## config.mk

```make
export PLATFORM = sky130hd
export DESIGN_NAME = stepgen_top
export DESIGN_NICKNAME = d
export VERILOG_FILES = /design/src/rtl/stepgen_pkg.sv /design/src/rtl/stepgen_ctrl.sv /design/src/rtl/stepgen_dp.sv /design/src/rtl/stepgen_top.sv
export SDC_FILE = /design/constraint.sdc
export NUM_CORES = 1
export LEC_CHECK = 0
export BUFFER_PORTS_ARGS = -buffer_cell sky130_fd_sc_hd__buf_4
export CORE_MARGIN = 3
export CORE_UTILIZATION = 40
export CTS_BUF_LIST = sky130_fd_sc_hd__clkbuf_16
export DETAILED_ROUTE_END_ITERATION = 8
export HOLD_SLACK_MARGIN = 0.15
export PLACE_DENSITY = 0.59
export RECOVER_POWER = 100
export SYNTH_ARGS = -nofsm -noshare
export SYNTH_HDL_FRONTEND = slang
export SYNTH_HIERARCHICAL = 1
export SYNTH_SLANG_ARGS = --single-unit
```

## constraint.sdc

```tcl
create_clock -name clk -period 14.6 [get_ports clk]
set_clock_uncertainty 0.2 [all_clocks]
set_input_delay 1.46 -clock clk [delete_from_list [all_inputs] [get_ports clk]]
set_output_delay 1.46 -clock clk [all_outputs]
set_load 0.01 [all_outputs]
```

## src/rtl/stepgen_pkg.sv

```systemverilog
package stepgen_pkg;

  localparam int NUM_SEG = 3;
  localparam int SEG_SEL_W = $clog2(NUM_SEG);

  // segment table: first step, start alpha (Q0.16), per-step decrement (1/256 LSB)
  localparam int unsigned SEG_BREAK [NUM_SEG] = '{0, 50, 200};
  localparam int unsigned SEG_START [NUM_SEG] = '{6554, 1101, 315};
  localparam int unsigned SEG_DEC   [NUM_SEG] = '{27919, 1341, 79};
  localparam int unsigned FLOOR_ALPHA = 66;

  typedef struct packed {
    logic                 restart;
    logic                 capture;
    logic                 stepDec;
    logic                 loadStart;
    logic                 loadFloor;
    logic [SEG_SEL_W-1:0] segSel;
  } stepCtl_t;

endpackage

```

## src/rtl/stepgen_ctrl.sv

```systemverilog
module stepgen_ctrl
  import stepgen_pkg::*;
#(
  parameter int LAST_STEP = 1000,
  localparam int CNT_W = $clog2(LAST_STEP + 1)
) (
  input  logic     clk,
  input  logic     rstN,
  input  logic     restart,
  input  logic     sampleValid,
  output stepCtl_t ctl
);

  logic [CNT_W-1:0] stepCnt;
  logic [CNT_W-1:0] nextCnt;
  logic             accept;
  logic             atEnd;
  logic [NUM_SEG-1:0] inSeg;
  logic [NUM_SEG-1:0] hitBreak;
  logic [SEG_SEL_W-1:0] segNow;
  logic [SEG_SEL_W-1:0] breakIdx;

  assign accept  = sampleValid & ~restart;
  assign atEnd   = (stepCnt == CNT_W'(LAST_STEP));
  assign nextCnt = stepCnt + 1'b1;

  for (genvar i = 0; i < NUM_SEG; i++) begin : g_seg
    assign inSeg[i]    = (stepCnt >= CNT_W'(SEG_BREAK[i]));
    assign hitBreak[i] = (i != 0) && (nextCnt == CNT_W'(SEG_BREAK[i]));
  end

  always_comb begin
    segNow   = '0;
    breakIdx = '0;
    for (int i = 0; i < NUM_SEG; i++) begin
      if (inSeg[i])    segNow   = SEG_SEL_W'(i);
      if (hitBreak[i]) breakIdx = SEG_SEL_W'(i);
    end
  end

  always_comb begin
    ctl         = '0;
    ctl.restart = restart;
    ctl.capture = accept;
    ctl.segSel  = segNow;
    if (accept && !atEnd) begin
      if (nextCnt == CNT_W'(LAST_STEP)) begin
        ctl.loadFloor = 1'b1;
      end else if (|hitBreak) begin
        ctl.loadStart = 1'b1;
        ctl.segSel    = breakIdx;
      end else begin
        ctl.stepDec = 1'b1;
      end
    end
  end

  always_ff @(posedge clk or negedge rstN) begin
    if (!rstN) begin
      stepCnt <= '0;
    end else if (restart) begin
      stepCnt <= '0;
    end else if (accept && !atEnd) begin
      stepCnt <= nextCnt;
    end
  end

endmodule

```

## src/rtl/stepgen_dp.sv

```systemverilog
module stepgen_dp
  import stepgen_pkg::*;
#(
  parameter int DATA_W  = 16,
  parameter int ALPHA_W = 16,
  parameter int FRAC_W  = 8,
  localparam int ACC_W  = ALPHA_W + FRAC_W,
  localparam int PROD_W = DATA_W + ALPHA_W + 1
) (
  input  logic              clk,
  input  logic              rstN,
  input  stepCtl_t          ctl,
  input  logic [DATA_W-1:0] errIn,
  output logic [ALPHA_W-1:0] alphaQ16,
  output logic [DATA_W-1:0] updTerm,
  output logic              updValid
);

  logic [ACC_W-1:0] alphaAcc;
  logic [ACC_W-1:0] startTab [NUM_SEG];
  logic [ACC_W-1:0] decTab   [NUM_SEG];
  logic [ACC_W-1:0] startSel;
  logic [ACC_W-1:0] decSel;
  logic [ACC_W-1:0] resetVal;
  logic [ACC_W-1:0] floorVal;

  for (genvar i = 0; i < NUM_SEG; i++) begin : g_tab
    assign startTab[i] = ACC_W'(SEG_START[i]) << FRAC_W;
    assign decTab[i]   = ACC_W'(SEG_DEC[i]);
  end

  assign resetVal = ACC_W'(SEG_START[0]) << FRAC_W;
  assign floorVal = ACC_W'(FLOOR_ALPHA) << FRAC_W;

  always_comb begin
    startSel = startTab[0];
    decSel   = decTab[0];
    for (int i = 0; i < NUM_SEG; i++) begin
      if (ctl.segSel == SEG_SEL_W'(i)) begin
        startSel = startTab[i];
        decSel   = decTab[i];
      end
    end
  end

  always_ff @(posedge clk or negedge rstN) begin
    if (!rstN) begin
      alphaAcc <= resetVal;
    end else if (ctl.restart) begin
      alphaAcc <= resetVal;
    end else if (ctl.loadFloor) begin
      alphaAcc <= floorVal;
    end else if (ctl.loadStart) begin
      alphaAcc <= startSel;
    end else if (ctl.stepDec) begin
      alphaAcc <= alphaAcc - decSel;
    end
  end

  assign alphaQ16 = alphaAcc[FRAC_W +: ALPHA_W];

  // single shared multiply, rounded half up back to the error scale
  logic signed [PROD_W-1:0] prodFull;
  logic signed [PROD_W-1:0] roundSum;
  logic signed [PROD_W-1:0] roundBias;

  assign roundBias = PROD_W'(1) << (ALPHA_W - 1);
  assign prodFull  = $signed(errIn) * $signed({1'b0, alphaQ16});
  assign roundSum  = prodFull + roundBias;

  always_ff @(posedge clk or negedge rstN) begin
    if (!rstN) begin
      updTerm  <= '0;
      updValid <= 1'b0;
    end else begin
      updValid <= ctl.capture;
      if (ctl.capture) updTerm <= roundSum[ALPHA_W +: DATA_W];
    end
  end

endmodule

```

## src/rtl/stepgen_top.sv

```systemverilog
module stepgen_top
  import stepgen_pkg::*;
#(
  parameter int DATA_W    = 16,
  parameter int ALPHA_W   = 16,
  parameter int FRAC_W    = 8,
  parameter int LAST_STEP = 1000
) (
  input  logic              clk,
  input  logic              rstN,
  input  logic              restart,
  input  logic              sampleValid,
  input  logic [DATA_W-1:0] errIn,
  output logic [DATA_W-1:0] updTerm,
  output logic              updValid
);

  stepCtl_t           ctl;
  logic [ALPHA_W-1:0] alphaQ16;

  stepgen_ctrl #(.LAST_STEP(LAST_STEP)) u_ctrl (
    .clk(clk), .rstN(rstN), .restart(restart),
    .sampleValid(sampleValid), .ctl(ctl)
  );

  stepgen_dp #(.DATA_W(DATA_W), .ALPHA_W(ALPHA_W), .FRAC_W(FRAC_W)) u_dp (
    .clk(clk), .rstN(rstN), .ctl(ctl), .errIn(errIn),
    .alphaQ16(alphaQ16), .updTerm(updTerm), .updValid(updValid)
  );

endmodule

```

==> run_results.csv <==
group,metric,value,unit
clocking,cts-buffers-inserted,5,
floorplanning,rows,62,
clocking,cts_setup_buffers,0,
timing,period_share,52.1,%
route,vias,8841,
grt,grt_pass1_vias,9354,
final_layout,final_common_cell,"inv_1",
setup_path,rr_worst_depth,18,
grt,antenna_found_initial,0,
final_layout,diodes,0,
timing,hold_viol,0,
final_layout,syn2layout_area_growth,4.31,%
setup_path,startpoint,"errIn[7]",
route,firstDrtPassIters,4,
flow_run,cap_violations,1,
logic_synthesis,syn_area_per_cell,8.84,um2
clocking,post_cts_resized,0,
timing,min_period,7610,ps
setup_path,arrival,7620,ps
pwr,power.internal,1320,uW
grt,grt_pass1_wl,47800,um
pwr,ir_worst_vdd,281,uV
pwr,p_seq_share,6.8,%
setup_path,regToRegEndpoint,"u_dp/updTerm[14]",
grt,gr-usage-all-layers,18.5,%
pwr,power_frac_clock,4.0,%
floorplanning,ios,37,
setup_path,cp_max_fo,16,
route,dr_wl_met3,675,um
pwr,combPwrFrac,89.2,%
route,dr_wl_met2,14000,um
final_layout,layout-drive-gt1-share,4.35,%
timing,tightest_slew,2850,ps
pwr,p_leak,0.00609,uW
route,wl,27900,um
logic_synthesis,ys.warnings.count,6,
setup_path,endpoint,"u_dp/updTerm[14]",
min_path,hold_path.class,"register to register",
pwr,swShare,55.1,%
outcome,outcome,"complete, but fails checks",
route,routed.top_layer,"met4",
floorplanning,die_width,179,um
grt,grt_start_max_net_pins,52,
route,met1Wirelength,13000,um
logic_synthesis,synth_area,12000,um2
place,hpwl,22600,um
clocking,clock_sinks,51,
floorplanning,core_area,29100,um2
clocking,cts_hold_buf,0,
setup_path,worstSetupEndpointType,"register",
setup_path,crit_path_start_kind,"input pin",
logic_synthesis,synth_nets,1699,
clocking,htreeDepth,2,
route,drc,0,
logic_synthesis,synthCells,1353,
timing,rsz0062_at_grt,"no",
pwr,p_sw,1620,uW
setup_path,criticalPathCategory,"input pin to register",
timing,whs,310,ps
route,via_per_inst,5.15,
pwr,cellPowerDensity,236,nW/um2
setup_path,reg2reg_setup_slack,7860,ps
outcome,violations,"capacitance limit, slew limit",
route,wl_per_cell,16.3,um
route,antenna_left,0,
timing,fmax,0.131,GHz
setup_path,worstReg2RegStart,"u_dp/alphaAcc[17]",
floorplanning,start_util,41.1,%
clocking,clk_latency,300,ps
timing,relSlewSlack,-89.7,%
route,drtIter0Drc,369,
floorplanning,die_area,32000,um2
final_layout,final_cell_mix,"inv_1, fa_1, nand2_1",
clocking,clk_pin_slew_worst_paths,70,ps
clocking,cts_root_buf,"clkbuf_16",
clocking,clock_path_buffers,2,
clocking,cts_tree,"done",
final_layout,nets,1678,
timing,slew_viol_final,52,
floorplanning,die_height,179,um
timing,setup_viol,0,
place,portBuffers,36,
setup_path,worstPathRequired,14610,ps
place,gp_congestion,0.876,
grt,grt-ovfl-total,0,
timing,tns,0,ps
==> worst min path at each step <==
stage	start	endpoint	slack [ps]	cells past startpoint
2_1_floorplan	u_dp/alphaAcc[5]	u_dp/alphaAcc[5]	290	2
3_3_place_gp	u_dp/updTerm[8]	u_dp/updTerm[8]	290	1
3_5_place_dp	u_dp/updTerm[11]	u_dp/updTerm[11]	300	1
4_1_cts	u_dp/updTerm[11]	u_dp/updTerm[11]	320	1
5_1_grt	u_dp/updTerm[2]	u_dp/updTerm[2]	320	1
6_report	u_dp/updTerm[2]	u_dp/updTerm[2]	310	1
==> cell type report <==
cell class / instances / area (um2)
Clock buffer: 5 / 125
Clock inverter: 3 / 16.3
Fill cell: 2974 / 16600
Inverter: 236 / 886
Multi-Input combinational cell: 1000 / 9480
Sequential cell: 51 / 1280
Tap cell: 384 / 480
Timing Repair Buffer: 38 / 210
==> power groups by stage <==
stage	sequential, uW	clock, uW	combinational, uW
finish	201	118	2630
global route	206	127	2980
CTS	202	123	2710
detailed placement	205	0	2690
global placement	205	0	2670
floorplan	198	0	2020
==> per-layer routing <==
metal | vias to the layer above | track usage, %
met5 | - | 0
met4 | 0 | 3.38
met3 | 18 | 1.21
met2 | 110 | 32.4
met1 | 4491 | 25.5
li1 | 4222 | -
==> sequential cells by signal (all words and copies together) (netlist names) <==
signal / flops
u_dp/alphaAcc: 24
u_dp/updValid: 1
u_dp/updTerm: 16
u_ctrl/stepCnt: 10
==> metrics by stage <==
| stage | instances | setup WS, ps | power, uW | area (um2) | util, % |
|---|---|---|---|---|---|
| after floorplan | 1353 | 7620 | 2220 | 12000 | - |
| after global placement | 1709 | 7360 | 2880 | 12400 | 42.8 |
| after detailed placement | 1709 | 7290 | 2900 | 12400 | 42.8 |
| after CTS | 1717 | 7630 | 3040 | 12600 | 43.2 |
| after global routing | 1717 | 6640 | 3320 | 12500 | 42.9 |
| final | 1717 | 6990 | 2950 | 12500 | 42.9 |
==> critical path, stage by stage <==
cell and delay (ps):
clkbuf_1 590, nand2_1 190, fa_1 580, inv_1 50, fa_1 480, fa_1 560, fa_1 430, fa_1 490
inv_1 50, fa_1 530, inv_1 60, ha_1 380, and2_0 290, nand3_1 140, a21oi_1 200, o21ai_0 160
o31ai_1 640, nor3_1 90, o31ai_1 240
Power figures use the tool's default switching activity.
